===== src/rtl/dma_csr_pkg.sv =====
package dma_csr_pkg;

  localparam int BIT_RUN     = 31;
  localparam int BIT_NODESC  = 30;
  localparam int BIT_STOPIE  = 29;
  localparam int BIT_REQPEND = 8;
  localparam int BIT_STOPPED = 3;
  localparam int BIT_END     = 2;
  localparam int BIT_START   = 1;
  localparam int BIT_BERR    = 0;

  localparam logic [7:0] OFS_ALIGN   = 8'hA0;
  localparam logic [7:0] OFS_SUMMARY = 8'hF0;

  typedef struct packed {
    logic run;
    logic nodesc;
    logic stop_ie;
  } ctrl_t;

  typedef struct packed {
    logic end_f;
    logic start_f;
    logic berr_f;
  } flags_t;

  // Sticky flag update: a new event beats a clearing write.
  function automatic logic sticky_next(logic cur, logic clr, logic set);
    return set | (cur & ~clr);
  endfunction

  function automatic logic chan_cause(flags_t f, logic end_ie, logic start_ie,
                                      logic stopped, logic stop_ie);
    return (f.end_f & end_ie) | (f.start_f & start_ie) | f.berr_f |
           (stopped & stop_ie);
  endfunction

  function automatic logic [31:0] pack_word(ctrl_t c, flags_t f,
                                            logic reqpend, logic stopped);
    logic [31:0] w;
    w              = '0;
    w[BIT_RUN]     = c.run;
    w[BIT_NODESC]  = c.nodesc;
    w[BIT_STOPIE]  = c.stop_ie;
    w[BIT_REQPEND] = reqpend;
    w[BIT_STOPPED] = stopped;
    w[BIT_END]     = f.end_f;
    w[BIT_START]   = f.start_f;
    w[BIT_BERR]    = f.berr_f;
    return w;
  endfunction

endpackage


===== src/rtl/dma_csr_decode.sv =====
module dma_csr_decode #(
  parameter int NUM_CH = 4,
  parameter int ADDR_W = 8
) (
  input  logic [ADDR_W-1:0] addr,
  input  logic              wr,
  output logic [NUM_CH-1:0] chan_hit,
  output logic [NUM_CH-1:0] chan_wr,
  output logic              align_hit,
  output logic              align_wr,
  output logic              summary_hit
);
  import dma_csr_pkg::*;

  for (genvar i = 0; i < NUM_CH; i++) begin : g_sel
    assign chan_hit[i] = (addr == ADDR_W'(i * 4));
    assign chan_wr[i]  = wr & chan_hit[i];
  end

  assign align_hit   = (addr == ADDR_W'(OFS_ALIGN));
  assign align_wr    = wr & align_hit;
  assign summary_hit = (addr == ADDR_W'(OFS_SUMMARY));

endmodule


===== src/rtl/dma_csr_chan.sv =====
module dma_csr_chan (
  input  logic                clk,
  input  logic                rst_n,
  input  logic                wr_sel,
  input  logic [31:0]         wdata,
  input  logic                ev_start,
  input  logic                ev_end,
  input  logic                ev_berr,
  output dma_csr_pkg::ctrl_t  ctrl_o,
  output dma_csr_pkg::flags_t flags_o
);
  import dma_csr_pkg::*;

  logic clr_end, clr_start, clr_berr;

  assign clr_end   = wr_sel & wdata[BIT_END];
  assign clr_start = wr_sel & wdata[BIT_START];
  assign clr_berr  = wr_sel & wdata[BIT_BERR];

  always_ff @(posedge clk) begin
    if (!rst_n) begin
      ctrl_o  <= '0;
      flags_o <= '0;
    end else begin
      if (wr_sel) begin
        ctrl_o.run     <= wdata[BIT_RUN];
        ctrl_o.nodesc  <= wdata[BIT_NODESC];
        ctrl_o.stop_ie <= wdata[BIT_STOPIE];
      end
      flags_o.end_f   <= sticky_next(flags_o.end_f,   clr_end,   ev_end);
      flags_o.start_f <= sticky_next(flags_o.start_f, clr_start, ev_start);
      flags_o.berr_f  <= sticky_next(flags_o.berr_f,  clr_berr,  ev_berr);
    end
  end

endmodule


===== src/rtl/dma_csr_irq.sv =====
module dma_csr_irq #(
  parameter int NUM_CH = 4
) (
  input  logic              clk,
  input  logic              rst_n,
  input  logic [NUM_CH-1:0] end_v,
  input  logic [NUM_CH-1:0] start_v,
  input  logic [NUM_CH-1:0] berr_v,
  input  logic [NUM_CH-1:0] stop_ie_v,
  input  logic [NUM_CH-1:0] end_ie,
  input  logic [NUM_CH-1:0] start_ie,
  input  logic [NUM_CH-1:0] stopped,
  output logic [NUM_CH-1:0] summary,
  output logic              irq_q
);
  import dma_csr_pkg::*;

  for (genvar i = 0; i < NUM_CH; i++) begin : g_cause
    flags_t f;
    assign f          = '{end_f: end_v[i], start_f: start_v[i], berr_f: berr_v[i]};
    assign summary[i] = chan_cause(f, end_ie[i], start_ie[i], stopped[i], stop_ie_v[i]);
  end

  always_ff @(posedge clk) begin
    if (!rst_n) irq_q <= 1'b0;
    else        irq_q <= |summary;
  end

endmodule


===== src/rtl/dma_csr_bank.sv =====
module dma_csr_bank #(
  parameter int NUM_CH = 4,
  parameter int ADDR_W = 8
) (
  input  logic              clk,
  input  logic              rst_n,
  input  logic [ADDR_W-1:0] reg_addr,
  input  logic              reg_wr,
  input  logic [31:0]       reg_wdata,
  output logic [31:0]       reg_rdata,
  input  logic [NUM_CH-1:0] ev_start,
  input  logic [NUM_CH-1:0] ev_end,
  input  logic [NUM_CH-1:0] ev_berr,
  input  logic [NUM_CH-1:0] desc_start_ie,
  input  logic [NUM_CH-1:0] desc_end_ie,
  input  logic [NUM_CH-1:0] eng_stopped,
  input  logic [NUM_CH-1:0] eng_req,
  output logic [NUM_CH-1:0] run_o,
  output logic [NUM_CH-1:0] nodesc_o,
  output logic [NUM_CH-1:0] byte_align_o,
  output logic              irq_o
);
  import dma_csr_pkg::*;

  logic [NUM_CH-1:0] chan_hit, chan_wr;
  logic              align_hit, align_wr, summary_hit;
  logic [NUM_CH-1:0] end_v, start_v, berr_v, stop_ie_v;
  logic [NUM_CH-1:0] summary;
  logic [NUM_CH-1:0] align_q;
  logic [31:0]       chan_word [NUM_CH];

  dma_csr_decode #(.NUM_CH(NUM_CH), .ADDR_W(ADDR_W)) u_dec (
    .addr        (reg_addr),
    .wr          (reg_wr),
    .chan_hit    (chan_hit),
    .chan_wr     (chan_wr),
    .align_hit   (align_hit),
    .align_wr    (align_wr),
    .summary_hit (summary_hit)
  );

  for (genvar i = 0; i < NUM_CH; i++) begin : g_ch
    ctrl_t  c;
    flags_t f;
    dma_csr_chan u_chan (
      .clk      (clk),
      .rst_n    (rst_n),
      .wr_sel   (chan_wr[i]),
      .wdata    (reg_wdata),
      .ev_start (ev_start[i]),
      .ev_end   (ev_end[i]),
      .ev_berr  (ev_berr[i]),
      .ctrl_o   (c),
      .flags_o  (f)
    );
    assign run_o[i]     = c.run;
    assign nodesc_o[i]  = c.nodesc;
    assign stop_ie_v[i] = c.stop_ie;
    assign end_v[i]     = f.end_f;
    assign start_v[i]   = f.start_f;
    assign berr_v[i]    = f.berr_f;
    assign chan_word[i] = pack_word(c, f, eng_req[i], eng_stopped[i]);
  end

  dma_csr_irq #(.NUM_CH(NUM_CH)) u_irq (
    .clk       (clk),
    .rst_n     (rst_n),
    .end_v     (end_v),
    .start_v   (start_v),
    .berr_v    (berr_v),
    .stop_ie_v (stop_ie_v),
    .end_ie    (desc_end_ie),
    .start_ie  (desc_start_ie),
    .stopped   (eng_stopped),
    .summary   (summary),
    .irq_q     (irq_o)
  );

  always_ff @(posedge clk) begin
    if (!rst_n)        align_q <= '0;
    else if (align_wr) align_q <= reg_wdata[NUM_CH-1:0];
  end
  assign byte_align_o = align_q;

  always_comb begin
    reg_rdata = '0;
    for (int i = 0; i < NUM_CH; i++)
      if (chan_hit[i]) reg_rdata = chan_word[i];
    if (align_hit)   reg_rdata = 32'(align_q);
    if (summary_hit) reg_rdata = 32'(summary);
  end

endmodule


===== config.mk =====
export PLATFORM = sky130hd
export DESIGN_NAME = dma_csr_bank
export DESIGN_NICKNAME = d
export VERILOG_FILES = /design/src/rtl/dma_csr_pkg.sv /design/src/rtl/dma_csr_decode.sv /design/src/rtl/dma_csr_chan.sv /design/src/rtl/dma_csr_irq.sv /design/src/rtl/dma_csr_bank.sv
export SDC_FILE = /design/constraint.sdc
export NUM_CORES = 1
export LEC_CHECK = 0
export BUFFER_PORTS_ARGS = -buffer_cell sky130_fd_sc_hd__buf_2
export CELL_PAD_IN_SITES_DETAIL_PLACEMENT = 1
export CELL_PAD_IN_SITES_GLOBAL_PLACEMENT = 1
export CORE_ASPECT_RATIO = 0.7
export CORE_MARGIN = 2
export CORE_UTILIZATION = 32
export DETAILED_ROUTE_END_ITERATION = 6
export GPL_TIMING_DRIVEN = 0
export HOLD_SLACK_MARGIN = 0.1
export PLACE_DENSITY_LB_ADDON = 0.1
export SETUP_SLACK_MARGIN = 0.5
export SLEW_MARGIN = 20
export SYNTH_ARGS = -nofsm -noshare
export SYNTH_HDL_FRONTEND = slang
export SYNTH_SLANG_ARGS = --single-unit

===== constraint.sdc =====
create_clock -name clk -period 3.1 [get_ports clk]
set_input_delay 0.465 -clock clk [delete_from_list [all_inputs] [get_ports clk]]
set_output_delay 0.465 -clock clk [all_outputs]
set_load 0.01 [all_outputs]

==> results.cfg <==
[sta]
max-slew-margin-rel_pct = 65.9
fin_setup_tns_ps = 0
finalHoldViolations = 0
fin_crit_sh_pct = 70.5
grt_setup_unrepaired = false
max_freq_mhz = 458
drv_slew = 0
post-route-min-period_ps = 2190
worstMarginPinSlew_ps = 512
setup_viol = 0
finClkSkew_ps = 4.33

[logic_synthesis]
synth-seq-cells = 29
async_reset_ff_share_pct = 0
synth.area.top_cells = dfxtp_1, buf_4, mux4_2, mux2i_1, nand2_1
synth_cell_type_count = 29
synth_area_um2 = 1810
ys_warn_count = 0
netlist_instances = 198
seq_area_frac_synth_pct = 32.0
synth-edff-count = 0
synth_top_area_share_pct = 32.0
synthFlopType = dfxtp_1
synth_most_common_cell = buf_4
yosysTopAreaCell = dfxtp_1
ys_top_cells_by_count = buf_4, dfxtp_1, nand2_1
avgSynthCellArea_um2 = 9.16

[cts]
cts_inserted_buffers = 5
cts_hold_buf = 0
cts_sinks = 29
clk_pin_slew_ps = 60
clock_path_buffers = 2
clockRootBuffer = clkbuf_8
tritoncts = built
clk_latency_ps = 270
cts_setup_buffers = 0
cts-htree-levels = 2
cts_resized = 0

[final_layout]
final_cells = 363
antennaDiodeCount = 0
drive_above_1_share_pct = 41.6
syn_to_final_growth_pct = 31.9
fin_util_pct = 44.8
finalNetCount = 362

[detailed_routing]
ant_nets = 0
wl_um = 5610
first_pass_iters = 4
wire_per_inst_um = 15.4
vias_per_cell = 4.79
initialDrtViolationCount = 66
via_count = 1737
drc = 0

[worst_setup_path]
cp_slowest_cell = mux4_2
arrival_ps = 1720
worst_setup_path_start_kind = primary input
crit_type = primary input to output port
crit_top_cell = buf_2
slowest_delay_ps = 320
worstSetupEndpointType = output port
cp.required_ps = 2630
path_cells = buf_2, buf_2, mux4_2, nand3_1, o211ai_1, buf_2
worstPathMaxFanout = 10

[power_and_ir_drop]
peakVddDrop_mv = 0.208
p_per_area_nw_per_um2 = 361
leakage_nw = 1.25

[global_routing]
grt_start_max_net_pins = 11
grt_pass1_vias = 1763
gr-total-overflow = 0
grt_pass1_wl_um = 8830
antenna_found_initial = 0
track_usage_pct = 18.6

[floorplan]
die_area_um2 = 6300
start_util_pct = 34.0
io_pins = 116
coreArea_um2 = 5340
rows = 22
die-width_um = 94.0
die_h_um = 67.0

[place]
placement.io_buffers = 63
globalplace.congestion = 0.806
dp.cells = 356
dp_hpwl_um = 4560

[run_status]
outcome = finished clean

[min_path]
hp-class = primary input to flop

[job]
cap_violations = 0
-- final cells by class --
type | count | area, um^2
Clock buffer | 7 | 86.3
Tap cell | 72 | 90.1
Fill cell | 666 | 2950
Multi-Input combinational cell | 149 | 1010
Buffer | 42 | 304
Sequential cell | 29 | 581
Inverter | 1 | 3.75
Timing Repair Buffer | 63 | 315
-- critical path, delay by kind of cell --
family / cells / cell delay, ps
AOI/OAI and AO/OA: 1 / 110
muxes: 1 / 320
buffers and inverters: 3 / 720
and+or+nand+nor: 1 / 100
-- sequential cells by signal, indices dropped and copies added, names as in the netlist --
name / flops
byte_align_o: 4
g_ch.u_chan.ctrl_o: 12
g_ch.u_chan.flags_o: 12
u_irq.irq_q: 1
-- cell families after synthesis --
logic type	count (synthesis)	share of synthesized area, %
AND/OR/NAND/NOR	64	19.7
AO/OA/AOI/OAI	37	12.3
multiplexers	24	18.8
flip-flops	29	32.0
buffers and inverters	43	17.0
other	1	0.207
-- per-stage QoR --
step / instance area, um^2 / power (mW) / setup slack (ps) / hold WS (ps)
final: 2390 / 0.864 / 915 / 453
after detailed placement: 2310 / 0.557 / 934 / 475
after CTS: 2390 / 0.869 / 932 / 452
after floorplan: 1900 / 0.500 / 1260 / 448
after global placement: 2310 / 0.556 / 930 / 466
after global routing: 2390 / 0.904 / 852 / 462
-- report_power, final --
group          leakage, nW  switching, mW  internal [mW]
Clock               0.0443          0.136          0.176
Sequential           0.238         0.0111          0.385
Combinational        0.967         0.0804         0.0753
Total                 1.25          0.228          0.636
-- layer usage --
metal  track usage, %  wire (um)
met3             4.64        339
met5                0          0
met1             25.4       2730
met4             4.17         33
met2             29.9       2500
-- cell usage in the layout (no fill, tap or decap), drive strengths merged --
| cell | instances |
|---|---|
| o211ai | 4 |
| nor2 | 11 |
| buf | 102 |
| nand2 | 24 |
| a211oi | 4 |
| nor3b | 1 |
| nand2b | 2 |
| a22o | 4 |
| nor3 | 3 |
| mux2i | 16 |
| inv | 1 |
| dfxtp | 29 |
| nand3 | 6 |
| a21oi | 12 |
| and3 | 7 |
| conb | 24 |
| nor4 | 1 |
| o21ai | 12 |
| clkbuf | 10 |
| mux4 | 8 |
| a41oi | 1 |
| nand4 | 6 |
| and4bb | 1 |
| nand4b | 2 |
-- path summary, 6_finish.rpt --
kind | slack [ps] | from | cells past startpoint | endpoint
setup / recovery | 910 | reg_addr[3] | 6 | reg_rdata[3]
setup reg to reg | 1870 | g_ch[3].u_chan.flags_o[1]$_SDFF_PN0_ | 3 | u_irq.irq_q$_SDFF_PN0_
hold / removal | 450 | reg_wdata[0] | 3 | byte_align_o[0]$_SDFFE_PN0P_
hold reg to reg | 480 | g_ch[2].u_chan.ctrl_o[2]$_SDFFE_PN0N_ | 2 | g_ch[2].u_chan.ctrl_o[2]$_SDFFE_PN0N_
Power figures use the tool's default switching activity.
